File: src/rtl/fifo_lvl_pkg.sv
package fifo_lvl_pkg;

    // Occupancy state of one queue
    typedef enum logic [1:0] {
        OCC_EMPTY   = 2'd0,
        OCC_PARTIAL = 2'd1,
        OCC_FULL    = 2'd2
    } occ_e;

    // Word width selection codes
    localparam logic [1:0] WS_BYTE = 2'd0;
    localparam logic [1:0] WS_HALF = 2'd1;

    // Threshold mode codes
    localparam logic [1:0] TM_0 = 2'd0;
    localparam logic [1:0] TM_1 = 2'd1;
    localparam logic [1:0] TM_2 = 2'd2;
    localparam logic [1:0] TM_3 = 2'd3;

    // Right shift applied to the byte budget for a given width code
    function automatic int unsigned width_shift(input logic [1:0] ws);
        if (ws == WS_BYTE)
            return 0;
        else if (ws == WS_HALF)
            return 1;
        else
            return 2;
    endfunction

endpackage

File: src/rtl/fifo_width_ctl.sv
module fifo_width_ctl
    import fifo_lvl_pkg::*;
#(
    parameter int FIFO_BYTES = 16,
    localparam int LVL_W = $clog2(FIFO_BYTES) + 1
) (
    input  logic             clk,
    input  logic             rst_n,
    input  logic [1:0]       width_sel,
    output logic             flush,
    output logic [LVL_W-1:0] cap
);

    logic [1:0] width_q;

    always_ff @(posedge clk or negedge rst_n) begin
        if (!rst_n)
            width_q <= WS_BYTE;
        else
            width_q <= width_sel;
    end

    always_comb begin
        flush = (width_sel != width_q);
        cap   = LVL_W'(FIFO_BYTES >> width_shift(width_q));
    end

endmodule

File: src/rtl/fifo_lvl_track.sv
module fifo_lvl_track
    import fifo_lvl_pkg::*;
#(
    parameter int LVL_W = 5
) (
    input  logic             clk,
    input  logic             rst_n,
    input  logic             flush,
    input  logic [LVL_W-1:0] cap,
    input  logic             push,
    input  logic             pop,
    output logic [LVL_W-1:0] level,
    output logic             is_empty,
    output logic             is_full,
    output logic             push_drop
);

    occ_e             st_q, st_d;
    logic [LVL_W-1:0] lvl_q, lvl_d;
    logic             pop_ok, push_ok;

    // state register
    always_ff @(posedge clk or negedge rst_n) begin
        if (!rst_n) begin
            st_q  <= OCC_EMPTY;
            lvl_q <= '0;
        end else begin
            st_q  <= st_d;
            lvl_q <= lvl_d;
        end
    end

    // next state: fill, top-up, release, drain, flush
    always_comb begin
        pop_ok  = pop && (st_q != OCC_EMPTY) && !flush;
        push_ok = push && !flush && ((st_q != OCC_FULL) || pop_ok);
        lvl_d   = lvl_q;
        st_d    = st_q;
        if (flush) begin
            lvl_d = '0;
            st_d  = OCC_EMPTY;
        end else begin
            unique case ({push_ok, pop_ok})
                2'b10:   lvl_d = lvl_q + 1'b1;
                2'b01:   lvl_d = lvl_q - 1'b1;
                default: lvl_d = lvl_q;
            endcase
            unique case (st_q)
                OCC_EMPTY:   if (lvl_d != '0) st_d = (lvl_d == cap) ? OCC_FULL : OCC_PARTIAL;
                OCC_PARTIAL: if (lvl_d == '0) st_d = OCC_EMPTY;
                             else if (lvl_d == cap) st_d = OCC_FULL;
                OCC_FULL:    if (lvl_d != cap) st_d = (lvl_d == '0) ? OCC_EMPTY : OCC_PARTIAL;
                default:     st_d = OCC_EMPTY;
            endcase
        end
    end

    // outputs
    always_comb begin
        level     = lvl_q;
        is_empty  = 1'b0;
        is_full   = 1'b0;
        push_drop = push && !push_ok && !flush;
        unique case (st_q)
            OCC_EMPTY: is_empty = 1'b1;
            OCC_FULL:  is_full  = 1'b1;
            default:   ;
        endcase
    end

endmodule

File: src/rtl/fifo_thr_irq.sv
module fifo_thr_irq
    import fifo_lvl_pkg::*;
#(
    parameter int LVL_W = 5,
    parameter bit IS_TX = 1'b0
) (
    input  logic [1:0]       mode,
    input  logic [LVL_W-1:0] level,
    input  logic [LVL_W-1:0] cap,
    input  logic             idle,
    output logic             irq
);

    logic [LVL_W-1:0] half;
    assign half = cap >> 1;

    generate
        if (IS_TX) begin : g_tx
            logic [LVL_W-1:0] free;
            assign free = cap - level;
            always_comb begin
                unique case (mode)
                    TM_0:    irq = (level == '0) && idle;
                    TM_1:    irq = (level == '0);
                    TM_2:    irq = (free >= half);
                    default: irq = (level != cap);
                endcase
            end
        end else begin : g_rx
            always_comb begin
                unique case (mode)
                    TM_0:    irq = (level == '0);
                    TM_1:    irq = (level != '0);
                    TM_2:    irq = (level >= half);
                    default: irq = (level == cap);
                endcase
            end
        end
    endgenerate

endmodule

File: src/rtl/fifo_lvl_irq.sv
module fifo_lvl_irq
    import fifo_lvl_pkg::*;
#(
    parameter int FIFO_BYTES = 16
) (
    input  logic        clk,
    input  logic        rst_n,
    input  logic [1:0]  width_sel,
    input  logic [1:0]  rx_mode,
    input  logic [1:0]  tx_mode,
    input  logic        ovf_irq_en,
    input  logic        ovf_clr,
    input  logic        tx_push,
    input  logic        tx_pop,
    input  logic        rx_push,
    input  logic        rx_pop,
    input  logic        shifter_busy,
    output logic        tx_irq,
    output logic        rx_irq,
    output logic        err_irq,
    output logic [31:0] status
);

    localparam int LVL_W   = $clog2(FIFO_BYTES) + 1;
    localparam int TXL_LSB = 16;
    localparam int RXL_LSB = 24;
    localparam int RXE_BIT = 5;
    localparam int OVF_BIT = 6;

    logic             flush;
    logic [LVL_W-1:0] cap;
    logic [LVL_W-1:0] tx_lvl, rx_lvl;
    logic             tx_empty, tx_full, tx_drop;
    logic             rx_empty, rx_full, rx_drop;
    logic             ovf_q;

    fifo_width_ctl #(.FIFO_BYTES(FIFO_BYTES)) u_width (
        .clk(clk), .rst_n(rst_n), .width_sel(width_sel),
        .flush(flush), .cap(cap)
    );

    fifo_lvl_track #(.LVL_W(LVL_W)) u_tx_trk (
        .clk(clk), .rst_n(rst_n), .flush(flush), .cap(cap),
        .push(tx_push), .pop(tx_pop), .level(tx_lvl),
        .is_empty(tx_empty), .is_full(tx_full), .push_drop(tx_drop)
    );

    fifo_lvl_track #(.LVL_W(LVL_W)) u_rx_trk (
        .clk(clk), .rst_n(rst_n), .flush(flush), .cap(cap),
        .push(rx_push), .pop(rx_pop), .level(rx_lvl),
        .is_empty(rx_empty), .is_full(rx_full), .push_drop(rx_drop)
    );

    fifo_thr_irq #(.LVL_W(LVL_W), .IS_TX(1'b1)) u_tx_thr (
        .mode(tx_mode), .level(tx_lvl), .cap(cap),
        .idle(!shifter_busy), .irq(tx_irq)
    );

    fifo_thr_irq #(.LVL_W(LVL_W), .IS_TX(1'b0)) u_rx_thr (
        .mode(rx_mode), .level(rx_lvl), .cap(cap),
        .idle(1'b1), .irq(rx_irq)
    );

    // sticky receive overflow; a new overflow wins over a clear
    always_ff @(posedge clk or negedge rst_n) begin
        if (!rst_n)
            ovf_q <= 1'b0;
        else if (rx_drop)
            ovf_q <= 1'b1;
        else if (ovf_clr)
            ovf_q <= 1'b0;
    end

    always_comb begin
        err_irq = ovf_q && ovf_irq_en;
        status  = '0;
        status[TXL_LSB +: LVL_W] = tx_lvl;
        status[RXL_LSB +: LVL_W] = rx_lvl;
        status[RXE_BIT]          = rx_empty;
        status[OVF_BIT]          = ovf_q;
    end

    logic unused_ok;
    assign unused_ok = ^{tx_empty, tx_full, tx_drop, rx_full};

endmodule

File: config.mk
export PLATFORM = sky130hd
export DESIGN_NAME = fifo_lvl_irq
export DESIGN_NICKNAME = d
export VERILOG_FILES = /design/src/rtl/fifo_lvl_pkg.sv /design/src/rtl/fifo_width_ctl.sv /design/src/rtl/fifo_lvl_track.sv /design/src/rtl/fifo_thr_irq.sv /design/src/rtl/fifo_lvl_irq.sv
export SDC_FILE = /design/constraint.sdc
export NUM_CORES = 1
export LEC_CHECK = 0
export BUFFER_PORTS_ARGS = -buffer_cell sky130_fd_sc_hd__buf_2
export CAP_MARGIN = 20
export CORE_MARGIN = 2
export CORE_UTILIZATION = 40
export CTS_CLUSTER_DIAMETER = 60
export DETAILED_ROUTE_END_ITERATION = 6
export GPL_ROUTABILITY_DRIVEN = 0
export SYNTH_ARGS = -nofsm -noshare
export SYNTH_HDL_FRONTEND = slang
export SYNTH_HIERARCHICAL = 1
export SYNTH_SLANG_ARGS = --single-unit
File: constraint.sdc
create_clock -name clk -period 9.2 [get_ports clk]
set_clock_uncertainty 0.15 [all_clocks]
set_input_delay 1.84 -clock clk [delete_from_list [all_inputs] [get_ports clk]]
set_output_delay 1.84 -clock clk [all_outputs]
set_load 0.005 [all_outputs]
==> run metrics, run 1 <==
CTS clk-pin slew, worst paths 60 ps; first-pass GRT wire length 7182 um; Clock Tree Root clkbuf_8; fin nets 299; die height 76.64 um; final hold vios 0; vias in the first global route 1,581; final setup fails 0; port buffer count 29; wirelength, routed 3947 um; Sequential Power Share 0.440; sw frac 0.2919; worst path cell trace buf_2 -> xnor2_1 -> nand2_1 -> nor4b_1 -> ha_1 -> a21oi_1 -> a2111oi_0 -> o31a_2 -> xnor2_1 -> a221o_1 -> a21oi_1; MaxCap Viol Count 0; Tcrit/Tclk final 0.5609; Static Leak 1.101 nW; FF+latch area 425.4 um^2; status completed; DRT iter0 DRCs 56; commonest cells after routing, fill and taps aside 29 x buf_2, 22 x conb_1, 20 x nor2_1; post-CTS sizing 0; postcts setup bufs 0; dpl ws 3757 ps; Final WS setup 4040 ps; TNS Setup 0 ps; Filler cells 512; CP Data Required Time 9210 ps; Slew Viols, Final 0; fmax 193.8 MHz; P_int 0.1273 mW; relative max-transition margin 0.3759; Syn. warnings 6; CP Max Fanout 20; Startpoint Class input pin; Critical Path Sink Type register; DR DRC count 0; fraction of layout cells with a size suffix above 1 0.1908; First-pass DRT Iterations 4; Via density 4.904; Fin Hold WS 359.4 ps; die width 76.64 um; wire per inst 11.89 um; critical path's largest stage delay 940 ps; Worst-Skew Late Latency 250 ps; full die area 5874 um^2; Multi-input gate area 1481 um^2; DP Wirelength 3128 um; Clk pwr share 0.297; Num Clock Sinks 17; io pins 50; reg2reg path depth 10; placed cell area 2211 um^2; reg-to-reg slack, setup 5100 ps; slowest CP cell nor4b_1; Post-Syn Instances 239; pwr/cell area 79.67 nW/um^2; peak supply drop 0.0001000 V; # H-tree levels 1; CTS tree done; Avg Cell Area, Syn 8.832 um^2; antenna-violating nets left 0; Overall Global Routing Usage 0.1448; NetSw 0.05247 mW; family with the most delay on the worst path simple AND/OR/NAND/NOR gates; num rows 26; CTS max path bufs 2; TritonCTS Buffers 3; crit path kind input pin to register; initial antenna violation count 0; endpoint arrival time on the critical path 5180 ps; Hold Path Class register to register; fin crit period 5160 ps; RSZ-0062 raised after global routing false; Via Count 1,628; total gr overflow 0; design area 2256 um^2; CP bufs+invs 1; hold path cells 1; most common cell after layout, fill and taps aside buf_2; area grow syn2layout 6.876%; Comb pwr share 0.264; largest net degree at the start of global routing 21; Syn Std Cell Area 2111 um^2; Inserted Diodes 0; Slew @ Worst Pin 923.1 ps; Stages on worst setup path 11; hold_buf cts 0; CORE AREA 5107 um^2; starting density of the core 0.4133
==> power by group through the flow <==
stage	sequential, mW	clock [mW]	combinational (mW)
after floorplan	0.0787	0	0.0433
after global placement	0.0805	0	0.0468
after detailed placement	0.0804	0	0.0470
after CTS	0.0791	0.0563	0.0473
after global routing	0.0794	0.0580	0.0543
final	0.0790	0.0533	0.0474
==> final timing paths <==
| check | start | end |
|---|---|---|
| max in group asynchronous | rst_n | u_tx_trk/st_q[1]$_DFFE_PN0P_ |
| min | ovf_q$_DFFE_PN0P_ | ovf_q$_DFFE_PN0P_ |
| min reg2reg | ovf_q$_DFFE_PN0P_ | ovf_q$_DFFE_PN0P_ |
| max | width_sel[0] | u_rx_trk/st_q[1]$_DFFE_PN0P_ |
| min in group asynchronous | rst_n | u_rx_trk/level[2]$_DFF_PN0_ |
| max reg2reg | u_width/width_q[1]$_DFF_PN0_ | u_rx_trk/st_q[1]$_DFFE_PN0P_ |
==> per-stage QoR <==
| stage | total power, mW | util | cells |
|---|---|---|---|
| 2_1_floorplan | 0.1220 | - | 259 |
| 3_3_place_gp | 0.1273 | 0.4329 | 328 |
| 3_5_place_dp | 0.1274 | 0.4329 | 328 |
| 4_1_cts | 0.1826 | 0.4417 | 332 |
| 5_1_grt | 0.1917 | 0.4417 | 332 |
| 6_report | 0.1797 | 0.4417 | 332 |
==> layer usage <==
layer  track usage  wire [um]  vias up
met5             0          0        -
met4       0.02182         18        0
met3       0.02370        127        4
met2        0.2354       1787       30
met1        0.2060       2014      752
li1              -          -      842
==> cell type report <==
type | instances | area share
Multi-Input combinational cell | 193 | 0.6567
Tap cell | 70 | 0.03882
Inverter | 19 | 0.03161
Clock buffer | 4 | 0.01997
Sequential cell | 17 | 0.1886
Timing Repair Buffer | 29 | 0.06434
==> state kept, by name, summed over array words and instances, names as in the netlist <==
signal	cells
u_tx_trk/level	5
u_width/width_q	2
u_rx_trk/level	5
ovf_q	1
u_tx_trk/st_q	2
u_rx_trk/st_q	2
(Power assumes the default switching activity.)
==> run 2: changes to the inputs <==
==> constraint.sdc (replaced) <==
create_clock -name clk -period 4.52 [get_ports clk]
set_clock_uncertainty 0.15 [all_clocks]
set_input_delay 0.904 -clock clk [delete_from_list [all_inputs] [get_ports clk]]
set_output_delay 0.904 -clock clk [all_outputs]
set_load 0.005 [all_outputs]
==> run 2 against run 1 <==
Against the previous run: setup slack lost 3300 ps; via count grew 1.5%; final cell count grew 0.60%; largest power group unchanged; largest cell class unchanged; wire length grew 2.2%; total power grew 100%; global-route usage grew 0.51 points; first-iteration DRC count shrank 32%; die area is the same.
==> run metrics, run 2 (synthesized netlist as in run 1, its figures left out) <==
status completed; commonest cells after routing, fill and taps aside 29 x buf_2, 22 x conb_1, 20 x nor2_1; final hold vios 0; crit path kind input pin to register; TNS Setup 0 ps; dpl cells 330; CP bufs+invs 1; Slew @ Worst Pin 829.0 ps; antenna-violating nets left 0; Startpoint Class input pin; CORE AREA 5107 um^2; total gr overflow 0; area grow syn2layout 7.588%; Layout Cells excl Fill 334; Overall Global Routing Usage 0.1498; num rows 26; first-pass GRT wire length 7458 um; post-CTS sizing 0; fmax 262.2 MHz; Inserted Diodes 0; Num Clock Sinks 17; Tcrit/Tclk final 0.8438; CTS tree done; fin nets 301; dpl ws 449.7 ps; CTS clk-pin slew, worst paths 60 ps; Via density 4.946; critical path's largest stage delay 730 ps; CP Data Required Time 4550 ps; Slew Viols, Final 0; largest net degree at the start of global routing 19; Stages on worst setup path 11; port buffer count 29; slowest CP cell nor4_1; MaxCap Viol Count 0; Worst-Skew Late Latency 240 ps; initial antenna violation count 0; Hold Path Class register to register; vias in the first global route 1,592; endpoint arrival time on the critical path 3850 ps; PnR Total Power 0.3680 mW; CP Max Fanout 4; DRT iter0 DRCs 38; most common cell after layout, fill and taps aside buf_2; full die area 5874 um^2; relative max-transition margin 0.4422; Clock Tree Root clkbuf_8; TritonCTS Buffers 3; peak supply drop 0.0001891 V; Static Leak 1.111 nW; pwr/cell area 162.0 nW/um^2; family with the most delay on the worst path simple AND/OR/NAND/NOR gates; Critical Path Sink Type register; reg2reg path depth 10; die width 76.64 um; First-pass DRT Iterations 4; postcts setup bufs 0; fraction of layout cells with a size suffix above 1 0.1970; final setup fails 0; worst path cell trace buf_2 -> xnor2_1 -> nand2_1 -> nor4_1 -> ha_1 -> and3_2 -> or4_4 -> nand3_2 -> xnor2_2 -> a221oi_1 -> o2111a_1; fin crit period 3814 ps; Finished Core Util 0.4446; CTS max path bufs 2; # H-tree levels 1; starting density of the core 0.4133; DR DRC count 0; hold_buf cts 0; io pins 50; DP Wirelength 3188 um; wire per inst 12.07 um; hold path cells 1; RSZ-0062 raised after global routing false; Final WS setup 705.8 ps; die height 76.64 um; wirelength, routed 4033 um; Via Count 1,652
run 2: changes by cell type in the layout (fill, tap and decap cells not counted), sizes merged:
cell / delta
buf: +2
run 2: worst reg2reg max path, cell delays in order (launching register included):
cell and delay, ps:
dfrtp_1 640, xnor2_1 170, nand2_1 120, nor4_1 740, ha_1 400, and3_2 230
or4_4 530, nand3_2 110, xnor2_2 90, a221oi_1 280, o2111a_1 210
run 2: metal layers:
metal  vias up  GRT usage  routed length [um]
met4         0    0.01091                   0
met1       779     0.2097                1976
li1        845          -                   -
met2        28     0.2522                1933
met3         0    0.02607                 123
met5         -          0                   0
run 2: layout make-up:
type | instances | area (um^2)
sequential | 17 | 425.4
fill | 525 | 2836
timing repair buffer | 31 | 160.2
multi-input combinational | 193 | 1481
clock buffer | 4 | 45.04
tap | 70 | 87.58
inverter | 19 | 71.32
run 2: power breakdown:
| group | switching [mW] | total (mW) | internal (mW) |
|---|---|---|---|
| clock network | 0.0465 | 0.109 | 0.0624 |
| logic | 0.0549 | 0.0982 | 0.0432 |
| registers | 0.00640 | 0.161 | 0.155 |
run 2: metrics by stage:
stage | area (um^2) | hold WS (ps)
6_report | 2271 | 368.1
5_1_grt | 2271 | 406.9
4_1_cts | 2271 | 384.7
3_5_place_dp | 2226 | 353.5
3_3_place_gp | 2226 | 343.6
2_1_floorplan | 2186 | 319.0
run 2: path summary, 6_finish.rpt:
kind / to / start / slack, ps
setup / recovery: u_tx_trk/st_q[1]$_DFFE_PN0P_ / width_sel[1] / 710
hold / removal: ovf_q$_DFFE_PN0P_ / ovf_q$_DFFE_PN0P_ / 370
setup reg to reg: u_tx_trk/st_q[1]$_DFFE_PN0P_ / u_width/width_q[1]$_DFF_PN0_ / 800
hold reg to reg: ovf_q$_DFFE_PN0P_ / ovf_q$_DFFE_PN0P_ / 370
max in group asynchronous: u_rx_trk/level[4]$_DFF_PN0_ / rst_n / 3530
min in group asynchronous: u_tx_trk/st_q[0]$_DFFE_PN0P_ / rst_n / 420
